File: config.mk
export PLATFORM = sky130hd
export DESIGN_NAME = dsp_audio_rx
export DESIGN_NICKNAME = d
export VERILOG_FILES = /design/src/rtl/darx_pkg.sv /design/src/rtl/darx_edge_sampler.sv /design/src/rtl/darx_framer.sv /design/src/rtl/darx_assembler.sv /design/src/rtl/dsp_audio_rx.sv
export SDC_FILE = /design/constraint.sdc
export NUM_CORES = 1
export LEC_CHECK = 0
export BUFFER_PORTS_ARGS = -buffer_cell sky130_fd_sc_hd__buf_2
export CAP_MARGIN = 5
export CORE_UTILIZATION = 35
export CTS_BUF_LIST = sky130_fd_sc_hd__clkbuf_4 sky130_fd_sc_hd__clkbuf_8
export CTS_CLUSTER_DIAMETER = 100
export CTS_CLUSTER_SIZE = 8
export DETAILED_ROUTE_END_ITERATION = 6
export PLACE_DENSITY_LB_ADDON = 0.3
export SLEW_MARGIN = 20
export SYNTH_ARGS = -nofsm -noshare
export SYNTH_HDL_FRONTEND = slang
export SYNTH_SLANG_ARGS = --single-unit
File: constraint.sdc
create_clock -name clk -period 7.8 [get_ports clk]
set_clock_uncertainty 0.15 [all_clocks]
set_input_delay 1.17 -clock clk [delete_from_list [all_inputs] [get_ports clk]]
set_output_delay 1.17 -clock clk [all_outputs]
set_load 0.01 [all_outputs]
File: src/rtl/darx_pkg.sv
package darx_pkg;
  typedef enum logic [1:0] {
    RG_IDLE  = 2'd0,
    RG_LEFT  = 2'd1,
    RG_RIGHT = 2'd2,
    RG_PAD   = 2'd3
  } region_t;

  typedef enum logic [1:0] {
    LEN_16 = 2'd0,
    LEN_20 = 2'd1,
    LEN_24 = 2'd2,
    LEN_32 = 2'd3
  } len_code_t;
endpackage

File: src/rtl/darx_edge_sampler.sv
module darx_edge_sampler #(
  parameter int SYNC_STAGES = 2
) (
  input  logic clk,
  input  logic rst,
  input  logic bclk_in,
  input  logic fsync_in,
  input  logic sdata_in,
  input  logic cfg_fall,
  output logic tick,
  output logic fs_bit,
  output logic sd_bit
);
  localparam int NSIG = 3;

  logic [NSIG-1:0] chain [SYNC_STAGES];
  logic [NSIG-1:0] synced;
  logic            bclk_prev;
  logic            rise_w;
  logic            fall_w;

  always_ff @(posedge clk) begin
    if (rst) begin
      for (int i = 0; i < SYNC_STAGES; i++) chain[i] <= '0;
    end else begin
      chain[0] <= {sdata_in, fsync_in, bclk_in};
      for (int i = 1; i < SYNC_STAGES; i++) chain[i] <= chain[i-1];
    end
  end

  assign synced = chain[SYNC_STAGES-1];
  assign rise_w = synced[0] & ~bclk_prev;
  assign fall_w = ~synced[0] & bclk_prev;

  always_ff @(posedge clk) begin
    if (rst) begin
      bclk_prev <= 1'b0;
      tick      <= 1'b0;
      fs_bit    <= 1'b0;
      sd_bit    <= 1'b0;
    end else begin
      bclk_prev <= synced[0];
      tick      <= cfg_fall ? fall_w : rise_w;
      fs_bit    <= synced[1];
      sd_bit    <= synced[2];
    end
  end
endmodule

File: src/rtl/darx_framer.sv
module darx_framer
  import darx_pkg::*;
#(
  parameter int FRAME_SHORT = 32,
  parameter int FRAME_LONG  = 64,
  parameter int WORD_W      = 32
) (
  input  logic                       clk,
  input  logic                       rst,
  input  logic                       tick,
  input  logic                       fs_bit,
  input  logic                       cfg_frame64,
  input  logic [1:0]                 cfg_len,
  output logic                       active,
  output logic                       first,
  output region_t                    region,
  output logic [$clog2(WORD_W)-1:0]  ch_idx,
  output logic                       last_right,
  output logic                       frame_err
);
  localparam int CNT_W = $clog2(FRAME_LONG);
  localparam int EXT_W = CNT_W + 1;
  localparam int IDX_W = $clog2(WORD_W);

  logic             locked;
  logic [CNT_W-1:0] pos;
  logic [CNT_W-1:0] last_pos;
  logic             at_end;
  logic [CNT_W-1:0] cur_pos;
  logic [EXT_W-1:0] ext_pos;
  logic [EXT_W-1:0] chan_len;
  logic [EXT_W-1:0] pair_len;
  logic [EXT_W-1:0] idx_ext;

  assign last_pos = cfg_frame64 ? CNT_W'(FRAME_LONG - 1) : CNT_W'(FRAME_SHORT - 1);
  assign at_end   = locked && (pos == last_pos);

  always_comb begin
    if (!cfg_frame64) begin
      chan_len = EXT_W'(16);
    end else begin
      case (len_code_t'(cfg_len))
        LEN_16:  chan_len = EXT_W'(16);
        LEN_20:  chan_len = EXT_W'(20);
        LEN_24:  chan_len = EXT_W'(24);
        default: chan_len = EXT_W'(WORD_W);
      endcase
    end
  end

  assign pair_len = chan_len << 1;
  assign active   = tick && (fs_bit || (locked && !at_end));
  assign first    = tick && fs_bit;
  assign cur_pos  = fs_bit ? '0 : pos + 1'b1;
  assign ext_pos  = {1'b0, cur_pos};

  always_comb begin
    region  = RG_IDLE;
    idx_ext = '0;
    if (active) begin
      if (ext_pos < chan_len) begin
        region  = RG_LEFT;
        idx_ext = ext_pos;
      end else if (ext_pos < pair_len) begin
        region  = RG_RIGHT;
        idx_ext = ext_pos - chan_len;
      end else begin
        region  = RG_PAD;
      end
    end
  end

  assign ch_idx     = idx_ext[IDX_W-1:0];
  assign last_right = (region == RG_RIGHT) && (ext_pos == pair_len - 1'b1);

  always_ff @(posedge clk) begin
    if (rst) begin
      locked    <= 1'b0;
      pos       <= '0;
      frame_err <= 1'b0;
    end else begin
      frame_err <= 1'b0;
      if (tick) begin
        if (fs_bit) begin
          frame_err <= locked && !at_end;
          locked    <= 1'b1;
          pos       <= '0;
        end else if (locked) begin
          if (at_end) begin
            locked    <= 1'b0;
            frame_err <= 1'b1;
          end else begin
            pos <= pos + 1'b1;
          end
        end
      end
    end
  end
endmodule

File: src/rtl/darx_assembler.sv
module darx_assembler
  import darx_pkg::*;
#(
  parameter int WORD_W = 32
) (
  input  logic                      clk,
  input  logic                      rst,
  input  logic                      active,
  input  logic                      first,
  input  region_t                   region,
  input  logic [$clog2(WORD_W)-1:0] ch_idx,
  input  logic                      last_right,
  input  logic                      sd_bit,
  output logic [WORD_W-1:0]         left_word,
  output logic [WORD_W-1:0]         right_word,
  output logic                      done
);
  localparam int IDX_W = $clog2(WORD_W);
  localparam logic [IDX_W-1:0] TOP_BIT = IDX_W'(WORD_W - 1);

  logic [IDX_W-1:0] sel;
  assign sel = TOP_BIT - ch_idx;

  always_ff @(posedge clk) begin
    if (rst) begin
      left_word  <= '0;
      right_word <= '0;
      done       <= 1'b0;
    end else begin
      done <= active && last_right;
      if (first) begin
        left_word               <= '0;
        left_word[WORD_W-1]     <= sd_bit;
        right_word              <= '0;
      end else if (active && region == RG_LEFT) begin
        left_word[sel]  <= sd_bit;
      end else if (active && region == RG_RIGHT) begin
        right_word[sel] <= sd_bit;
      end
    end
  end
endmodule

File: src/rtl/dsp_audio_rx.sv
module dsp_audio_rx
  import darx_pkg::*;
#(
  parameter int WORD_W      = 32,
  parameter int FRAME_SHORT = 32,
  parameter int FRAME_LONG  = 64,
  parameter int SYNC_STAGES = 2
) (
  input  logic              clk,
  input  logic              rst,
  input  logic              bclk_in,
  input  logic              fsync_in,
  input  logic              sdata_in,
  input  logic              cfg_frame64,
  input  logic [1:0]        cfg_len,
  input  logic              cfg_fall,
  input  logic              pad_clr,
  output logic              out_valid,
  output logic [WORD_W-1:0] out_left,
  output logic [WORD_W-1:0] out_right,
  output logic              frame_err,
  output logic              pad_err
);
  localparam int IDX_W = $clog2(WORD_W);

  logic             tick;
  logic             fs_bit;
  logic             sd_bit;
  logic             active;
  logic             first;
  region_t          region;
  logic [IDX_W-1:0] ch_idx;
  logic             last_right;
  logic             err_w;
  logic [WORD_W-1:0] left_w;
  logic [WORD_W-1:0] right_w;
  logic             done;

  darx_edge_sampler #(.SYNC_STAGES(SYNC_STAGES)) u_smp (
    .clk(clk), .rst(rst), .bclk_in(bclk_in), .fsync_in(fsync_in),
    .sdata_in(sdata_in), .cfg_fall(cfg_fall),
    .tick(tick), .fs_bit(fs_bit), .sd_bit(sd_bit)
  );

  darx_framer #(.FRAME_SHORT(FRAME_SHORT), .FRAME_LONG(FRAME_LONG), .WORD_W(WORD_W)) u_frm (
    .clk(clk), .rst(rst), .tick(tick), .fs_bit(fs_bit),
    .cfg_frame64(cfg_frame64), .cfg_len(cfg_len),
    .active(active), .first(first), .region(region), .ch_idx(ch_idx),
    .last_right(last_right), .frame_err(err_w)
  );

  darx_assembler #(.WORD_W(WORD_W)) u_asm (
    .clk(clk), .rst(rst), .active(active), .first(first), .region(region),
    .ch_idx(ch_idx), .last_right(last_right), .sd_bit(sd_bit),
    .left_word(left_w), .right_word(right_w), .done(done)
  );

  always_ff @(posedge clk) begin
    if (rst) begin
      out_valid <= 1'b0;
      out_left  <= '0;
      out_right <= '0;
      frame_err <= 1'b0;
      pad_err   <= 1'b0;
    end else begin
      out_valid <= done;
      frame_err <= err_w;
      if (done) begin
        out_left  <= left_w;
        out_right <= right_w;
      end
      if (pad_clr)
        pad_err <= 1'b0;
      else if (active && region == RG_PAD && sd_bit)
        pad_err <= 1'b1;
    end
  end
endmodule

* Yosys cells after proc, flatten, opt, wreduce, memory -nomap -nowiden *
Memories as Yosys holds them, arrays and structs flattened.
Cells that the tools add are included.

operators by class
  add/subtract/negate cells = 4
  multipliers = 0
  divide/modulo/power cells = 0
  magnitude comparators = 4
  equality and inequality tests = 8
  shift-type cells = 0
  muxes and demuxes = 31
  bitwise gates (word level) = 8
  reductions and logical operators = 21

operators by type and width
  operator             number
  $bwmux 32            2
  $mux 32              2
  $mux 6               6
  $pmux 6 s3           1
  $mux 5               3
  $mux 1               12
  $logic_and 1x1->1    11
  $eq 6x7->1           1
  $lt 6x7->1           1
  $sub 7x1->7 const B  1
  $add 6x1->6 const B  1
  $eq 2x2->1 const B   3
  $eq 6x6->1           1
  $lt 5x6->1 const B   1
  $lt 6x6->1           1
  $mux 3               2
  $reduce_or 2->1      3
  $demux 1 s5          1
  $ge 5x1->1 const B   1
  $sub 5x5->5          1
  $sub 5x5->5 const A  1
  $eq 2x1->1 const B   2
  $mux 2               2
  $not 1->1            4
  other kinds (9)      12

storage, ports and cells
  bits in registers = 144
  latch bits = 0
  bits in writable memories = 6
  memory bits (read-only) = 0
  bits of input ports = 10
  output and inout bits = 67
  memories kept = 1

memories
  memory       depth  bits a word  read ports  clocked after Yosys merged registers in  wr ports  RTL line                 RTL
  u_smp.chain  2      3            2           0                                        2         darx_edge_sampler.sv:16  logic [NSIG-1:0] chain [SYNC_STAGES];

* Longest topological paths before layout *
  depth in word-level cells = 16
  mapped depth = 14

* By module *
A second synthesis with hierarchy kept.

second synthesis, totals
  cells, all modules = 607
  area, all modules = 6158.4 um^2

modules (own cells, without submodules)
  module             times used  cells each  area each (um^2)  sequential area each (um^2)
  darx_assembler     1           269         2683.8            1301.2
  dsp_audio_rx       1           213         2372.3            1341.3
  darx_framer        1           103         820.8             160.2
  darx_edge_sampler  1           22          281.5             200.2

* Worst setup path after synthesis *
Ideal clock, no wire load.

  path type = input port to flip-flop
  start point = input cfg_len[1]
  end point = register u_asm.left_word[15]
  library setup time = 0.086 ns
  arrival = 3.584 ns
  required time = 7.564 ns
  path slack = 3.981 ns
  stages = 12
  path buffers = 2
  cells stage by stage = nand3b_1 -> inv_1 -> ha_1 -> fa_1 -> nand2b_1 -> a21oi_1 -> buf_2 -> o22ai_1 -> nor4b_4 -> buf_4 -> a21oi_1 -> a211oi_1

between the ends
  word-level cells in the longest chain between the ends = 13

ends and longest elaborated chain
  what                                                            RTL line                              RTL
  from (decl)                                                     dsp_audio_rx.sv:15                    input logic [1:0] cfg_len,
  $eq 2x2->1 (tied with other cells)                              darx_framer.sv:42                     case (len_code_t'(cfg_len))
  $pmux 6 s3 (*)                                                  darx_framer.sv:42
  $mux 6 (*)                                                      darx_framer.sv:39                     if (!cfg_frame64) begin
  $lt 6x7->1 or $sub 5x5->5 (tied branches)                       darx_framer.sv:64, darx_framer.sv:66
  $mux 5                                                          darx_framer.sv:64                     end else if (ext_pos < pair_len) begin
  $mux 5                                                          darx_framer.sv:61                     if (ext_pos < chan_len) begin
  $mux 5                                                          darx_framer.sv:60                     if (active) begin
  $sub 5x5->5                                                     darx_assembler.sv:22                  assign sel = TOP_BIT - ch_idx;
  $lt 5x6->1 (implied by the code) or $ge 5x1->1 (tied branches)  darx_assembler.sv:36                  left_word[sel] <= sd_bit;
  $logic_and 1x1->1 (implied by the code)                         darx_assembler.sv:36
  $mux 1 (implied by the code)                                    darx_assembler.sv:36
  $demux 1 s5                                                     n/a
  $bwmux 32                                                       darx_assembler.sv:36
  to (signal, indexed assignment)                                 darx_assembler.sv:33                  left_word[WORD_W-1] <= sd_bit;
  to (signal, indexed assignment)                                 darx_assembler.sv:36
  to (decl)                                                       darx_assembler.sv:14                  output logic [WORD_W-1:0] left_word,

Every way passes the cells marked *; elsewhere a longest branch is shown, timed or not.
A chain may end at the register's enable or synchronous reset.

* Worst setup path after layout *
  start point = register u_frm.pos[0]
  end point = register u_asm.left_word[5]

between the ends
  word-level cells in the longest chain between the ends = 13

ends and longest elaborated chain
  what                                                                 RTL line           RTL
  from (decl)                                                          darx_framer.sv:26  logic [CNT_W-1:0] pos;
  from (signal assigned)                                               darx_framer.sv:93  pos <= pos + 1'b1;
  parallel branches: the longest is 13 deep, another holds $lt 6x7->1  n/a

Parallel ways; which one is timed is not known.

==> metrics <==
FP Rows 47; DRT iter0 DRCs between 200 and 250; core area between 15000 and 20000 sq um; highest routed layer met4; IO Port Bufs 76; CTS resizes 0; PwrDens between 200 and 250 nW/um^2; Detail Route Antenna Nets 0; fin nets ~700; die area 17880 sq um; Post-synth EDFFs 0; fin crit period 4.796 ns; max frequency 0.2085 GHz; Final Power around 1.5 mW; post-route cell area roughly 7000 sq um; met2 WL between 6000 and 7000 microns; number of nets produced by synthesis about 640; critical-path cell list ha_1, xor2_1, nand2b_1, ha_1, fa_1, nand2b_1, a21oi_1, o22ai_1, nor4_2, a21oi_1, a211oi_1; vias per std cell just over 5; pre-CTS WS 2.693 ns; drt pass-1 iters 4; grt ovf 0; Die Wd between 100 and 150 microns; Fill cells approximately 1600; pin count of the biggest net entering global routing 89; Critical Path Sink Type flop; Root Buffer clkbuf_8; Post-synth ARST share 0; M1 wire length 6703 microns; max-slew violations 0; DRC viols 0; Layout Utilization 0.4240; Seq/Total Area, Yosys 0.4946; Worst EP arrival approximately 5 ns; status finished clean; vias post-DR between 4000 and 5000; Longest Clk Path Bufs 2; RSZ-0062 raised after global routing false; worst IR drop on VDD 0.1177 mV; share of cells above drive strength 1 0.2055; main flop type after synthesis dfxtp_1; startpoint types flop; CTS Buf Count 17; Worst Path Buf+Inv 0; worst hold slack 0.2892 ns; Crit-path slowest cell nor4_2; hold_buf cts 0; CP max stage delay slightly below 0.9 ns; Post-Place Cells between 800 and 900; final hold violation count 0; dpl cell area between 6000 and 7000 sq um; Post-Syn Area around 6100 sq um; Worst-path clk slew ~0.080 ns; number of global-route vias before repair 4336; met3 routed WL between 700 and 800 microns; CTS sink cnt 150; crit-path max FO 13; first-pass GRT wire length between 20000 and 25000 microns; MaxCap Viol Count 0; area grow syn2layout 17.07%; DRT Wirelength about 14000 microns; final non-filler cell total between 900 and 1000; Initial Util 0.3622; Req. time, crit path roughly 8 ns; DP Wirelength 9588 microns; htree depth 4; gr usage total 0.1665; CP Class flop to flop; IO Pins just under 80; Die Span Y approximately 130 microns; Sum Neg Setup Slack 0 ns; Final period util 0.6149; WL/cell ~16 microns; Final setup viols 0; synth warn 0; hold crit path type flop to flop; post-synthesis register bit count 150; Setup Fix Bufs, Post-CTS 0; Leak roughly 2.7 nW; initial antenna violation count 0; Register Area 3007 sq um; post-route setup slack ~3.0 ns; CTS tree built; diode count 0; syn avg cell area around 9.9 sq um; critical path's top delay family compound AO/OA/AOI/OAI gates; relative slew slack 0.2747; clk_lat worst skew between 0.4 and 0.5 ns; post-synthesis cell type count between 50 and 60; Multi-input gate area 2919 sq um; worst slew pin tran about 1.1 ns; Mapped Cells between 600 and 700; routability cong. about 0.81
cells in the mapped netlist (all sizes together), types with 2 or more instances:
| cell type | n | area share |
|---|---|---|
| nor4 | 8 | 0.011 |
| buf | 8 | 0.0082 |
| nand2b | 6 | 0.0062 |
| xor2 | 4 | 0.0058 |
| ha | 8 | 0.016 |
| clkbuf | 30 | 0.019 |
| nand3 | 2 | 0.0016 |
| nor2 | 82 | 0.051 |
| nor3 | 11 | 0.012 |
| nor2b | 13 | 0.013 |
| dfxtp | 150 | 0.49 |
| a21o | 3 | 0.0037 |
| o21ai | 2 | 0.0023 |
| xnor2 | 4 | 0.0058 |
| nand2 | 62 | 0.038 |
| and3 | 3 | 0.0031 |
| nor4b | 2 | 0.0078 |
| a2111oi | 2 | 0.0091 |
| a211oi | 45 | 0.056 |
| inv | 5 | 0.0031 |
| a21oi | 51 | 0.043 |
| nand3b | 2 | 0.0025 |
| or2 | 2 | 0.0021 |
| o211ai | 2 | 0.0025 |
| mux2i | 91 | 0.15 |
cell families (layout without fill, tap and decap cells):
logic type / Yosys count / in the layout / synth area share
simple gates: 201 / 201 / 0.1595
flops: 150 / 150 / 0.4946
compound gates: 114 / 114 / 0.1319
mux: 91 / 91 / 0.1527
buf+inv: 43 / 118 / 0.02988
fa+ha+maj: 9 / 9 / 0.01979
xor+xnor: 8 / 8 / 0.01154
layout by cell type (no fill, tap or decap), types with 3 or more instances in the layout:
cell type / synthesis / routed
a211oi_1: 44 / 44
a21o_1: 3 / 3
a21oi_1: 50 / 49
and3_1: 3 / 3
buf_2: 4 / 76
buf_4: 4 / 5
bufinv_16: 0 / 4
clkbuf_8: 0 / 19
dfxtp_1: 150 / 149
ha_1: 8 / 8
inv_1: 4 / 4
mux2i_1: 89 / 89
nand2_1: 62 / 62
nand2b_1: 6 / 6
nor2_1: 82 / 82
nor2b_1: 13 / 13
nor3_1: 8 / 6
nor3_2: 3 / 5
nor4_2: 3 / 6
xnor2_1: 4 / 4
xor2_1: 4 / 4
sequential cells by signal, indices dropped and copies added (netlist names):
signal	flops
u_smp.fs_bit	1
u_frm.frame_err	1
u_smp.tick	1
u_asm.right_word	32
out_left	32
u_frm.locked	1
u_asm.done	1
frame_err	1
u_smp.sd_bit	1
pad_err	1
out_right	32
u_smp.chain	6
u_smp.bclk_prev	1
u_frm.pos	6
u_asm.left_word	32
out_valid	1
final timing paths:
path,from,to,slack (ns),cells after the start
setup / recovery,u_frm.pos[0],u_asm.left_word[5],3.00,11
hold / removal,u_smp.chain[0][2],u_smp.chain[0][5],0.29,1
setup reg to reg,u_frm.pos[0],u_asm.left_word[5],3.00,11
hold reg to reg,u_smp.chain[0][2],u_smp.chain[0][5],0.29,1
cell type report:
cell class	count	area share
repair buffers	82	0.06268
clock buffers	20	0.03785
inverters	5	0.002641
multi-input cells	423	0.4107
flip-flops and latches	150	0.4231
clock inverters	11	0.02430
well taps	220	0.03873
report_power, final:
group	switching, mW	leakage (nW)	total, mW	internal (mW)
clock network	0.288	0.223	0.658	0.369
logic	0.0237	1.27	0.0336	0.00986
registers	0.00137	1.21	0.768	0.767
total	0.313	2.71	1.46	1.15
routing by layer:
metal | track usage | vias to the layer above
li1 | - | 2295
met1 | 0.2162 | 2190
met2 | 0.2689 | 113
met3 | 0.03995 | 7
met4 | 0.05745 | 0
met5 | 0 | -
worst register-to-register path, delay by kind of cell, from the launching register on:
kind                       cells  cell delay [ns]
AOI/OAI and AO/OA              4             1.73
and+or+nand+nor                3             1.32
adders and majority gates      3             0.92
DFF                            1             0.43
xor gates and xnor gates       1             0.16
Note: power is estimated with default switching activity, not from simulation.
